===== config.mk =====
export PLATFORM = sky130hd
export DESIGN_NAME = sdram_cmd_decoder
export DESIGN_NICKNAME = d
export VERILOG_FILES = /design/src/rtl/sdram_dec_pkg.sv /design/src/rtl/sdram_cmd_decode.sv /design/src/rtl/sdram_bank_tracker.sv /design/src/rtl/sdram_dqm_pipe.sv /design/src/rtl/sdram_cmd_decoder.sv
export SDC_FILE = /design/constraint.sdc
export NUM_CORES = 1
export LEC_CHECK = 0
export CAP_MARGIN = 10
export CORE_ASPECT_RATIO = 2
export CORE_UTILIZATION = 45
export CTS_BUF_LIST = sky130_fd_sc_hd__clkbuf_16
export DETAILED_ROUTE_END_ITERATION = 6
export PLACE_DENSITY = 0.84
export SLEW_MARGIN = 20
export SYNTH_ARGS = -nofsm -noshare
export SYNTH_HDL_FRONTEND = slang
export SYNTH_SLANG_ARGS = --single-unit

===== constraint.sdc =====
create_clock -name clk_i -period 3.5 [get_ports clk_i]
set_clock_uncertainty 0.05 [all_clocks]
set_input_delay 0.7 -clock clk_i [delete_from_list [all_inputs] [get_ports clk_i]]
set_output_delay 0.7 -clock clk_i [all_outputs]
set_load 0.01 [all_outputs]

===== src/rtl/sdram_dec_pkg.sv =====
package sdram_dec_pkg;
  localparam int unsigned CMD_W = 9;

  typedef enum int unsigned {
    C_NOP  = 0,
    C_ACT  = 1,
    C_RD   = 2,
    C_WR   = 3,
    C_BST  = 4,
    C_PRE  = 5,
    C_AREF = 6,
    C_SREF = 7,
    C_LMR  = 8
  } cmd_idx_e;

  typedef logic [CMD_W-1:0] cmd_vec_t;
endpackage


===== src/rtl/sdram_cmd_decode.sv =====
module sdram_cmd_decode
  import sdram_dec_pkg::*;
(
  input  logic     cs_ni,
  input  logic     ras_ni,
  input  logic     cas_ni,
  input  logic     we_ni,
  input  logic     cke_i,
  input  logic     ap_i,
  output cmd_vec_t cmd_o,
  output logic     auto_pre_o,
  output logic     pre_all_o
);
  cmd_idx_e sel;

  always_comb begin
    sel = C_NOP;
    if (!cs_ni) begin
      case ({ras_ni, cas_ni, we_ni})
        3'b011:  sel = C_ACT;
        3'b101:  sel = C_RD;
        3'b100:  sel = C_WR;
        3'b110:  sel = C_BST;
        3'b010:  sel = C_PRE;
        3'b001:  sel = cke_i ? C_AREF : C_SREF;
        3'b000:  sel = C_LMR;
        default: sel = C_NOP;
      endcase
      // only refresh is legal with clock enable low
      if (!cke_i && sel != C_SREF) sel = C_NOP;
    end
  end

  assign cmd_o      = cmd_vec_t'(1) << sel;
  assign auto_pre_o = (cmd_o[C_RD] | cmd_o[C_WR]) & ap_i;
  assign pre_all_o  = cmd_o[C_PRE] & ap_i;
endmodule


===== src/rtl/sdram_bank_tracker.sv =====
module sdram_bank_tracker #(
  parameter int unsigned NUM_BANKS = 4,
  parameter int unsigned ROW_W     = 11,
  localparam int unsigned BA_W     = $clog2(NUM_BANKS)
) (
  input  logic                       clk_i,
  input  logic                       rst_ni,
  input  logic                       act_i,
  input  logic                       acc_i,
  input  logic                       pre_i,
  input  logic                       pre_all_i,
  input  logic                       auto_pre_i,
  input  logic [BA_W-1:0]            ba_i,
  input  logic [ROW_W-1:0]           row_i,
  output logic [NUM_BANKS-1:0]       open_o,
  output logic [NUM_BANKS*ROW_W-1:0] open_row_o,
  output logic                       err_o
);
  logic [NUM_BANKS-1:0] open_q, eff, open_d;
  logic                 pend_q;
  logic [BA_W-1:0]      pend_ba_q;

  for (genvar b = 0; b < NUM_BANKS; b++) begin : g_bank
    logic             hit;
    logic [ROW_W-1:0] row_q;

    assign hit = (ba_i == BA_W'(b));
    // pending auto-precharge already counts as closed
    assign eff[b] = open_q[b] & ~(pend_q && (pend_ba_q == BA_W'(b)));
    assign open_d[b] = (act_i && hit)                 ? 1'b1 :
                       (pre_i && (pre_all_i || hit))  ? 1'b0 : eff[b];

    always_ff @(posedge clk_i or negedge rst_ni) begin
      if (!rst_ni)           row_q <= '0;
      else if (act_i && hit) row_q <= row_i;
    end

    assign open_row_o[b*ROW_W +: ROW_W] = row_q;
  end

  always_ff @(posedge clk_i or negedge rst_ni) begin
    if (!rst_ni) begin
      open_q    <= '0;
      pend_q    <= 1'b0;
      pend_ba_q <= '0;
    end else begin
      open_q    <= open_d;
      pend_q    <= acc_i & auto_pre_i;
      pend_ba_q <= ba_i;
    end
  end

  assign open_o = open_q;
  assign err_o  = (acc_i & ~eff[ba_i]) | (act_i & eff[ba_i]);
endmodule


===== src/rtl/sdram_dqm_pipe.sv =====
module sdram_dqm_pipe #(
  parameter int unsigned LANES  = 4,
  parameter int unsigned RD_LAT = 2
) (
  input  logic             clk_i,
  input  logic             rst_ni,
  input  logic [LANES-1:0] dqm_i,
  output logic [LANES-1:0] wr_be_o,
  output logic [LANES-1:0] rd_oe_o
);
  logic [LANES-1:0] stg_q [RD_LAT];

  for (genvar s = 0; s < RD_LAT; s++) begin : g_stg
    if (s == 0) begin : g_head
      always_ff @(posedge clk_i or negedge rst_ni) begin
        if (!rst_ni) stg_q[s] <= '0;
        else         stg_q[s] <= dqm_i;
      end
    end else begin : g_tail
      always_ff @(posedge clk_i or negedge rst_ni) begin
        if (!rst_ni) stg_q[s] <= '0;
        else         stg_q[s] <= stg_q[s-1];
      end
    end
  end

  // writes mask immediately, reads after the pipeline delay
  assign wr_be_o = ~dqm_i;
  assign rd_oe_o = ~stg_q[RD_LAT-1];
endmodule


===== src/rtl/sdram_cmd_decoder.sv =====
module sdram_cmd_decoder
  import sdram_dec_pkg::*;
#(
  parameter int unsigned NUM_BANKS = 4,
  parameter int unsigned ADDR_W    = 11,
  parameter int unsigned COL_W     = 8,
  parameter int unsigned LANES     = 4,
  parameter int unsigned RD_LAT    = 2,
  parameter int unsigned AP_BIT    = 10,
  localparam int unsigned BA_W     = $clog2(NUM_BANKS)
) (
  input  logic                        clk_i,
  input  logic                        rst_ni,
  input  logic                        cs_ni,
  input  logic                        ras_ni,
  input  logic                        cas_ni,
  input  logic                        we_ni,
  input  logic                        cke_i,
  input  logic [BA_W-1:0]             ba_i,
  input  logic [ADDR_W-1:0]           addr_i,
  input  logic [LANES-1:0]            dqm_i,
  output logic [CMD_W-1:0]            cmd_o,
  output logic [BA_W-1:0]             bank_o,
  output logic [ADDR_W-1:0]           row_o,
  output logic [COL_W-1:0]            col_o,
  output logic                        auto_pre_o,
  output logic                        pre_all_o,
  output logic [ADDR_W-1:0]           mode_op_o,
  output logic                        err_o,
  output logic [NUM_BANKS-1:0]        bank_open_o,
  output logic [NUM_BANKS*ADDR_W-1:0] open_row_o,
  output logic [LANES-1:0]            wr_be_o,
  output logic [LANES-1:0]            rd_oe_o
);
  cmd_vec_t          cmd;
  logic              ap, pall;
  logic [ADDR_W-1:0] mode_q;

  sdram_cmd_decode u_decode (
    .cs_ni      (cs_ni),
    .ras_ni     (ras_ni),
    .cas_ni     (cas_ni),
    .we_ni      (we_ni),
    .cke_i      (cke_i),
    .ap_i       (addr_i[AP_BIT]),
    .cmd_o      (cmd),
    .auto_pre_o (ap),
    .pre_all_o  (pall)
  );

  sdram_bank_tracker #(
    .NUM_BANKS (NUM_BANKS),
    .ROW_W     (ADDR_W)
  ) u_tracker (
    .clk_i      (clk_i),
    .rst_ni     (rst_ni),
    .act_i      (cmd[C_ACT]),
    .acc_i      (cmd[C_RD] | cmd[C_WR]),
    .pre_i      (cmd[C_PRE]),
    .pre_all_i  (pall),
    .auto_pre_i (ap),
    .ba_i       (ba_i),
    .row_i      (addr_i),
    .open_o     (bank_open_o),
    .open_row_o (open_row_o),
    .err_o      (err_o)
  );

  sdram_dqm_pipe #(
    .LANES  (LANES),
    .RD_LAT (RD_LAT)
  ) u_dqm (
    .clk_i   (clk_i),
    .rst_ni  (rst_ni),
    .dqm_i   (dqm_i),
    .wr_be_o (wr_be_o),
    .rd_oe_o (rd_oe_o)
  );

  always_ff @(posedge clk_i or negedge rst_ni) begin
    if (!rst_ni)         mode_q <= '0;
    else if (cmd[C_LMR]) mode_q <= addr_i;
  end

  assign cmd_o      = cmd;
  assign bank_o     = ba_i;
  assign row_o      = addr_i;
  assign col_o      = addr_i[COL_W-1:0];
  assign auto_pre_o = ap;
  assign pre_all_o  = pall;
  assign mode_op_o  = mode_q;
endmodule


Word level (Yosys, flattened, before mapping)

Index checks and enable logic that the tools add are counted.

Order comparisons: 1
Shift-type cells: 1
Equal/unequal tests: 13
Mux-type cells: 15
Bitwise gates (word level): 18
Reductions and logical operators: 21

Operators by type and width:

| operator                                                                     | number |
|---|---|
| 32-bit one-hot mux with 7 select lines                                       | 1 |
| 32-bit two-way mux                                                           | 3 |
| 32-bit by 3-bit != test with 1-bit output, second input constant             | 1 |
| 1-bit by 32-bit << shifter with 9-bit output, first input constant           | 1 |
| 1-bit logical AND                                                            | 13 |
| 1-bit two-way mux                                                            | 10 |
| 1-bit AND                                                                    | 9 |
| 3-bit equality test, second input constant                                   | 3 |
| 2-bit equality test, second input constant                                   | 4 |
| 4-bit inverter                                                               | 2 |
| 3-bit by 2-bit equality test with 1-bit output, second input constant        | 2 |
| 1-bit inverter                                                               | 5 |
| 2-bit by 1-bit equality test with 1-bit output, second input constant        | 2 |
| 2-bit logical NOT                                                            | 2 |
| 1-bit logical OR                                                             | 4 |
| 3-bit by 1-bit equality test with 1-bit output, second input constant        | 1 |
| 3-bit logical NOT                                                            | 1 |
| 2-bit by 3-bit less-than comparator with 1-bit output, second input constant | 1 |
| 1-bit binary-select mux with 2-bit select                                    | 1 |
| 1-bit bitwise OR                                                             | 2 |
| 1-bit logical NOT                                                            | 1 |

Bits of input ports: 24
Flip-flop bits (word level): 70
Output and inout port bits: 100

Logic depth before layout (Yosys ltp)

Gate-level depths: netlist of the first run.

Depth in word-level cells: 13
Mapped depth: 5
Mapped depth without buffers: 4

Cells and area by module

A second synthesis of the first run with hierarchy kept.

Cell total of the unflattened synthesis: 211
Area, all modules: 2942.8 µm²

Modules (own cells, without submodules):

| module             | times used | area an instance (µm²) | cells an instance |
|---|---|---|---|
| sdram_bank_tracker | 1          | 1959.4                 | 129 |
| sdram_cmd_decoder  | 1          | 611.8                  | 45 |
| sdram_dqm_pipe     | 1          | 230.2                  | 16 |
| sdram_cmd_decode   | 1          | 141.4                  | 21 |

Least setup slack after synthesis of the first run

Ideal clock, no wire load.

Path kind: input-to-output
Start: input ras_ni
End: output cmd_o[8]
Stages: 3
Arrival: 1533 ps
Slack: 1217 ps
Required time: 2750 ps
Cells stage by stage: nand2b_1 -> nor4_1 -> buf_4

Longest elaborated chain between the ends: 8
Elaborated cells on any way between the ends: 14

RTL lines:

| element                                                                      | RTL line                | RTL |
|---|---|---|
| start, declared                                                              | sdram_cmd_decoder.sv:15 | `input logic ras_ni,` |
| 3-bit by 1-bit equality test with 1-bit output, or another cell as far along | sdram_cmd_decode.sv:19  | `case ({ras_ni, cas_ni, we_ni})` |
| 32-bit one-hot mux with 7 select lines *                                     | sdram_cmd_decode.sv:19  |  |
| 32-bit two-way mux *                                                         | sdram_cmd_decode.sv:18  | `if (!cs_ni) begin` |
| 32-bit by 3-bit != test with 1-bit output                                    | sdram_cmd_decode.sv:30  | `if (!cke_i && sel != C_SREF) sel = C_NOP;` |
| 1-bit logical AND                                                            | sdram_cmd_decode.sv:30  |  |
| 32-bit two-way mux *                                                         | sdram_cmd_decode.sv:30  |  |
| 32-bit two-way mux *                                                         | sdram_cmd_decode.sv:18  |  |
| 1-bit by 32-bit << shifter with 9-bit output *                               | sdram_cmd_decode.sv:34  | `assign cmd_o = cmd_vec_t'(1) << sel;` |
| end, declared                                                                | sdram_cmd_decoder.sv:22 | `output logic [CMD_W-1:0] cmd_o,` |

Every way passes the cells marked *; elsewhere a longest branch is shown, timed or not. The select of a mux whose other input is x is not followed.

Worst setup path in the final report of the first run

Start: input ba_i[1]
End: output err_o

Longest elaborated chain between the ends: 5
Elaborated cells on any way between the ends: 6

RTL lines:

| element                                     | RTL line                 | RTL |
|---|---|---|
| start, declared                             | sdram_cmd_decoder.sv:19  | `input logic [BA_W-1:0] ba_i,` |
| 1-bit binary-select mux with 2-bit select * | sdram_bank_tracker.sv:54 | `assign err_o = (acc_i & ~eff[ba_i]) \| (act_i & eff[ba_i]);` |
| 1-bit two-way mux (implied by the code) *   | sdram_bank_tracker.sv:54 |  |
| 1-bit inverter                              | sdram_bank_tracker.sv:54 |  |
| 1-bit AND                                   | sdram_bank_tracker.sv:54 |  |
| 1-bit bitwise OR *                          | sdram_bank_tracker.sv:54 |  |
| end, declared                               | sdram_cmd_decoder.sv:29  | `output logic err_o,` |

Marked as above.

==> results summary, run 1 <==
The final standard cell area without fillers is 4400 µm². The max capacitance violation total came out at 0. The total routing resource utilization after global routing came out at ~23%.

The slowest stage cell on the critical path is sky130_fd_sc_hd__clkdlybuf4s50_1. The starting density of the core is 46.3%. The count of vias placed by the detailed router is 2058. The first global-routing pass estimated 10900 µm of wire.

The global routing stage identified its most utilized layer as met2. The detailed-route DRC error count came out at 0. The total power divided by cell area came out at 550 nW/µm². Summed over all cells, the static leakage comes to 1.96 nW. The cell count after synthesis came out at 210.

In this run the worst path has a maximum fanout of 8. For this run, the register share of the synthesized area comes to 60.0%. When the netlist entered floorplanning its net count stood at 234. In this run the vertical extent of the chip is 116 µm. Post-CTS timing repair inserted 0 buffers for setup. The run finished with clean final reports.

The met3 capacity usage during global routing came out at approximately 6.6%. The total grt overflow is 0. In the layout the commonest cells are 122 x sky130_fd_sc_hd__clkdlybuf4s50_1, 70 x sky130_fd_sc_hd__dfrtp_1, 56 x sky130_fd_sc_hd__mux2_2. Data arrives at the worst endpoint at ~2.6 ns. The signal on the critical path passes through clkdlybuf4s50_1, nor2b_1, nand3_1, nand4_1, mux2_2, clkdlybuf4s50_1. CTS built an H-tree with a depth of 3. The netlist area before placement is 2920 µm². The total iterations of the first detailed-routing run is 4. The worst setup path is captured at a primary output. The worst max-slew margin expressed relative to the limit came out at between 40% and 50%. Global routing consumed, on the met1 layer, between 20% and 30% of the routing resources. The largest net degree at the start of global routing is 71.

The I/O pin count is 124. For this design, the CTS-stage hold fixing added 0 buffers. The initial antenna violation count came to 0. On the worst path, the slowest cell contributes a delay of 0.62 ns. After floorplanning, the core was sized to cover 6310 µm².

The final weighted congestion of routability-driven global placement came out at 0.774. Setup repair after global routing left no endpoint under its margin. In the global route stage, met2 resource usage came out at about two fifths. The total negative slack for setup checks came out at 0 ns.

The buffer type at the clock tree root is sky130_fd_sc_hd__clkbuf_16. The number of antenna-violating nets in the routed design is 0. The cell repeated most along the worst path is sky130_fd_sc_hd__clkdlybuf4s50_1.

The via count of the first global-routing pass is 2071. STA classifies the critical path startpoint as a primary input. The clock tree buffer depth came out at 2.

The instance area at placement came out at 4090 µm². TritonCTS built the clock tree. The library cell used most frequently in the layout, excluding fill and tap cells, is sky130_fd_sc_hd__clkdlybuf4s50_1.

The fraction of the cycle the final worst path needs came out at 94.7%. The post-layout minimum cycle time is 3.31 ns. The slew at the pin closest to its max-slew limit came out at 0.872 ns. In the routed layout, each cell is associated on average with a via count of around 5.0. The family with the most delay on the worst path is buffers and inverters.

The category of the critical setup timing path is primary input to primary output. IR analysis of the VDD net gives a maximum drop of 0.000353 V. The count of fill cells added during filler insertion came out at approximately 440. Derived from the worst setup path, the maximum achievable clock frequency is 0.302 GHz. The data required time of the worst path came out at 2.75 ns.

The clock-pin slew of the registers on the worst-case setup and hold paths came out at 0.05 ns. The area growth from synthesis to layout is 50.5%. The final net count is about 350. The netlist uses 23 different library cells.

Summed over all layers, the routed wires come to 7080 µm. The die width came out at 59.0 µm. The post-DP HPWL is 5100 µm. The site row count is between 40 and 50.

The Yosys step of the flow raised 0 warnings. Dividing the detail-routed wire length by the instance count gives 17.1 µm. The number of register bits inferred by synthesis is 70. The worst path buffer plus inverter count came out at 2. The starting DRC count in detailed routing is between 80 and 90.

The number of hold violations in the final report came out at 0. The number of gates resized after cts is 0. The number of buffers inserted during clock tree synthesis is 9. The path type of the worst min-delay path is flip-flop to flip-flop. The number of port buffers came out at approximately 120. The proportion of layout cells with a drive suffix above 1 came out at 25.1%. The number of max-slew violations in the final report is 0. The clock sink count is 70. The mean post-synth cell area is 13.9 µm². The clock reaches the later pin of the worst-skew pair after 0.32 ns.

The die footprint came out at 6840 µm². The number of endpoints failing setup at the final stage is 0. The number of diodes is 0.
[state kept, by name, summed over array words and instances, names as in the netlist]
signal / cells
u_tracker.open_o: 4
mode_op_o: 11
u_tracker.pend_q: 1
u_dqm.stg_q: 8
u_tracker.g_bank.row_q: 44
u_tracker.pend_ba_q: 2
[cell families (layout without fill, tap and decap cells)]
logic type / Yosys count / in the layout / synth area share (%)
AO/OA/AOI/OAI: 11 / 11 / 2.40
buffers and inverters: 39 / 156 / 9.12
flip-flops: 70 / 70 / 60.0
multiplexers: 56 / 56 / 21.6
AND/OR/NAND/NOR: 34 / 34 / 6.94
[per-stage QoR]
stage | hold slack [ns] | power (W) | cells | worst slack [ns] | util (%)
floorplan | 0.281 | 0.00118 | 210 | 1.22 | -
global placement | 0.282 | 0.00150 | 398 | 0.260 | 64.9
detailed placement | 0.292 | 0.00151 | 398 | 0.203 | 64.9
CTS | 0.304 | 0.00244 | 413 | 0.196 | 69.7
global route | 0.311 | 0.00252 | 413 | 0.0880 | 69.7
finish | 0.305 | 0.00242 | 413 | 0.186 | 69.7
[per-layer routing]
metal | vias to the layer above | routed length, µm
met5 | - | 0
li1 | 929 | -
met3 | 10 | 324
met1 | 1045 | 2470
met2 | 74 | 4150
met4 | 0 | 131
[synth_stat cells, drive strengths merged]
master   n  area [µm²]
or3      1        7.51
or3b     1        8.76
nor2     3        11.3
inv     10        37.5
nand3b   2        15.0
a32o     3        30.0
nand4    2        12.5
nand2    5        18.8
nor4     3        18.8
mux2    56         631
nand3    5        30.0
buf     28         225
clkbuf   1        3.75
and2     2        12.5
a21oi    2        10.0
dfrtp   70        1750
o21ai    6        30.0
nor3     5        36.3
nand2b   3        18.8
nor2b    2        12.5
[layout make-up]
| cell class | count | area [µm²] | share of cell area [%] |
|---|---|---|---|
| Clock buffer | 9 | 225 | 5.12 |
| Tap cell | 86 | 108 | 2.45 |
| Clock inverter | 6 | 78.8 | 1.79 |
| Sequential cell | 70 | 1750 | 39.8 |
| Multi-Input combinational cell | 101 | 910 | 20.7 |
| Timing Repair Buffer | 131 | 1290 | 29.3 |
| Inverter | 10 | 37.5 | 0.854 |
[path summary, 6_finish.rpt]
check,start,end,slack (ns),cells past startpoint
hold / removal,u_dqm.stg_q[4],u_dqm.stg_q[0],0.31,0
max in group asynchronous,rst_ni,mode_op_o[1],2.30,2
setup / recovery,ba_i[1],err_o,0.19,6
hold reg to reg,u_dqm.stg_q[4],u_dqm.stg_q[0],0.31,0
min in group asynchronous,rst_ni,u_dqm.stg_q[3],0.53,2
setup reg to reg,u_tracker.pend_ba_q[1],u_tracker.open_o[0],2.18,2
[power by group]
| part | switching, W | internal, W | total, W |
|---|---|---|---|
| sequential | 0.0000586 | 0.000923 | 0.000981 |
| clock | 0.000306 | 0.000611 | 0.000917 |
| combinational | 0.000201 | 0.000318 | 0.000519 |
| total | 0.000565 | 0.00185 | 0.00242 |
[worst register-to-register path, stage by stage, from the launching register on]
cell and delay [ns]:
sky130_fd_sc_hd__dfrtp_1 0.40, sky130_fd_sc_hd__or3b_2 0.49, sky130_fd_sc_hd__a32o_1 0.26
(Power assumes the default switching activity.)
==> run 2: changes to the inputs <==
Settings changed: SKIP_CTS_REPAIR_TIMING set to 1, SKIP_LAST_GASP set to 1.
Clock period 3.5 ns to 3.9 ns, I/O delays scaled along.
==> run 2 against run 1 <==
  * Clock power is 10% lower
  * Setup slack better by 0.13 ns
  * Sequential power is 10% lower
  * Critical path depth is 1 lower
  * Routed wire length is 6.0% lower
  * Largest power group unchanged
  * Design area is 0.54% lower
  * Global-route usage is 2.0 points lower
  * Non-clock buffer count is 3 lower
==> results summary, run 2 (synthesized netlist as in run 1, its figures left out) <==
The run finished with clean final reports. Setup repair after global routing left no endpoint under its margin. The flop-to-flop setup slack is 2.59 ns (+0.41 ns). The total routing resource utilization after global routing came out at 20.6% (-2.0 points). The fraction of the cycle the final worst path needs is 91.8%. The detailed-route DRC error count is 0 (unchanged). In this design, the critical path's most frequently occurring cell is sky130_fd_sc_hd__clkdlybuf4s50_1.

The clock sink count came out at 70 (unchanged). The site row count came to 41 (unchanged). The initial antenna violation count came out at 0 (unchanged). The height of the die came to 116 µm (unchanged). The kind of capture point of the worst setup path is a primary output.

The number of port buffers came to 123 (unchanged). The count of vias placed by the detailed router came out at 2017 (-2.0%). The post-DP HPWL was 4910 µm (-3.7%). The worst ir drop on vdd is 0.000369 V (+4.5%). STA classifies the critical path startpoint as a primary input.

The endpoint arrival time on the critical path came out at 2.75 ns (+0.19 ns). The final weighted congestion of routability-driven global placement is 0.793 (+2.5%). The total iterations of the first detailed-routing run was 4 (unchanged). Traced cell by cell, the critical path runs through clkdlybuf4s50_1, inv_1, or3_2, nor3_1, clkdlybuf4s50_1.

The number of buffers inserted during clock tree synthesis came out at 9 (unchanged). The number of hold violations in the final report is 0 (unchanged). The worst max-slew margin expressed relative to the limit is 58.4% (+17 points).

The global-route wire length before repair is 10000 µm (-8.0%). The data required time of the worst path is 3.07 ns (+0.32 ns). The core outline area came out at 6310 µm² (unchanged). The met3 capacity usage during global routing came out at 6.47% (-0.11 points). The flip-flop count of the largest register, all copies and words added was 44 (unchanged). The via count of the first global-routing pass is 1947 (-6.0%). The number of endpoints failing setup at the final stage is 0 (unchanged). The ratio of routed vias to standard cells is 4.92 (-1.3%). The source-to-sink clock delay at the later pin of the worst-skew pair came out at 0.32 ns (about the same). The final total power came out at 0.00216 W (-11%). The leakage power of the design came out at 1.95 nW (-0.65%). The TritonCTS clock tree is yes. The area growth from synthesis to layout is 49.7%. The number of max-slew violations in the final report came out at 0 (unchanged). The largest fanout of any net on the critical path is 7 (-1). The proportion of layout cells with a drive suffix above 1 is 24.7% (-0.39 points). After global routing, the most crowded layer is met2. The starting DRC count in detailed routing is 125 (+51%). The total grt overflow is 0 (unchanged). The post-detailed-route wirelength per cell is 16.2 µm (-5.3%). The path class of the tightest hold or removal check is flip-flop to flip-flop. The clock tree buffer depth came to 2 (unchanged).

In the layout the commonest cells are 122 x sky130_fd_sc_hd__clkdlybuf4s50_1, 70 x sky130_fd_sc_hd__dfrtp_1, 56 x sky130_fd_sc_hd__mux2_2. The count of fill cells added during filler insertion is 471 (+6.1%). The worst setup path is of the primary input to primary output kind.

The number of antenna-violating nets in the routed design was 0 (unchanged). The I/O pin count came out at 124 (unchanged). The starting density of the core is 46.3% (unchanged).

The die footprint is 6840 µm² (unchanged). The number of diodes is 0 (unchanged). The leading cell type in the layout, fill and taps excluded is sky130_fd_sc_hd__clkdlybuf4s50_1. The fraction of the core area covered by cells at the end of the flow came out at 69.3% (-0.38 points). The maximum clock rate came out at 0.279 GHz. The total negative slack for setup checks came out at 0 ns (unchanged). The clock-pin slew of the registers on the worst-case setup and hold paths is 0.05 ns (about the same). The slew at the pin closest to its max-slew limit came out at 0.622 ns (-0.250 ns). Among all stages on the critical path, the largest delay is contributed by sky130_fd_sc_hd__clkdlybuf4s50_1. The met2 global-route usage came out at 37.3% (-4.0 points). The die width is 59.0 µm (unchanged).

The total power divided by cell area came out at 494 nW/µm² (-10%). The post-layout minimum cycle time is 3.58 ns. The final net count came out at 344 (-0.86%). The met1 usage was 20.9% (-2.0 points). The largest net degree at the start of global routing came out at 34 (-52%). The overall routed net length is 6660 µm (-6.0%). The H-tree depth came out at 3 (unchanged). The max capacitance violation total is 0 (unchanged). Clock tree synthesis selected as its root buffer the cell sky130_fd_sc_hd__clkbuf_16. The longest individual stage delay on the worst path came out at 0.61 ns (about the same).

The register with the highest flop count is u_tracker.g_bank.row_q.
[run 2: changes by cell type in the layout (fill, tap and decap cells not counted), sizes merged]
cell	change
buf	-3
clkinvlp	-1
inv	-1
clkinv	+2
[run 2: critical path, delay by kind of cell]
kind,cells,cell delay [ns]
buf+inv,3,1.30
simple gates,2,0.66
[run 2: per-stage QoR]
stage,hold WS [ns],setup slack (ns),instances,instance area (µm²)
global placement,0.283,0.378,395,4070
detailed placement,0.285,0.355,395,4070
global route,0.304,0.212,410,4370
floorplan,0.281,1.46,210,2920
CTS,0.297,0.339,410,4370
finish,0.295,0.318,410,4370
[run 2: path summary, 6_finish.rpt]
path | cells past startpoint | start | end
worst min register to register | 0 | u_dqm.stg_q[5] | u_dqm.stg_q[1]
worst max-delay path | 5 | we_ni | cmd_o[7]
max in group asynchronous | 2 | rst_ni | u_tracker.g_bank[3].row_q[1]
min in group asynchronous | 1 | rst_ni | u_tracker.g_bank[2].row_q[10]
worst max register to register | 2 | u_tracker.pend_ba_q[1] | u_tracker.open_o[0]
worst min-delay path | 0 | u_dqm.stg_q[5] | u_dqm.stg_q[1]
[run 2: final cells by class]
type	count	area, µm²	share of cell area (%)
well taps	86	108	2.46
flip-flops and latches	70	1750	40.1
repair buffers	128	1260	28.9
inverters	10	37.5	0.858
clock inverters	6	77.6	1.77
clock buffers	9	225	5.15
multi-input cells	101	910	20.8
[run 2: per-layer routing]
layer  part of all wire (%)  vias to the layer above
met4                    1.7                        0
met1                     34                     1016
met5                      0                        -
li1                       -                      920
met2                     59                       73
met3                    5.3                        8
[run 2: where the power goes]
part           internal [W]  leakage, nW  switching, W
sequential         0.000828        0.902     0.0000513
combinational      0.000283        0.895      0.000176
clock              0.000548        0.150      0.000273
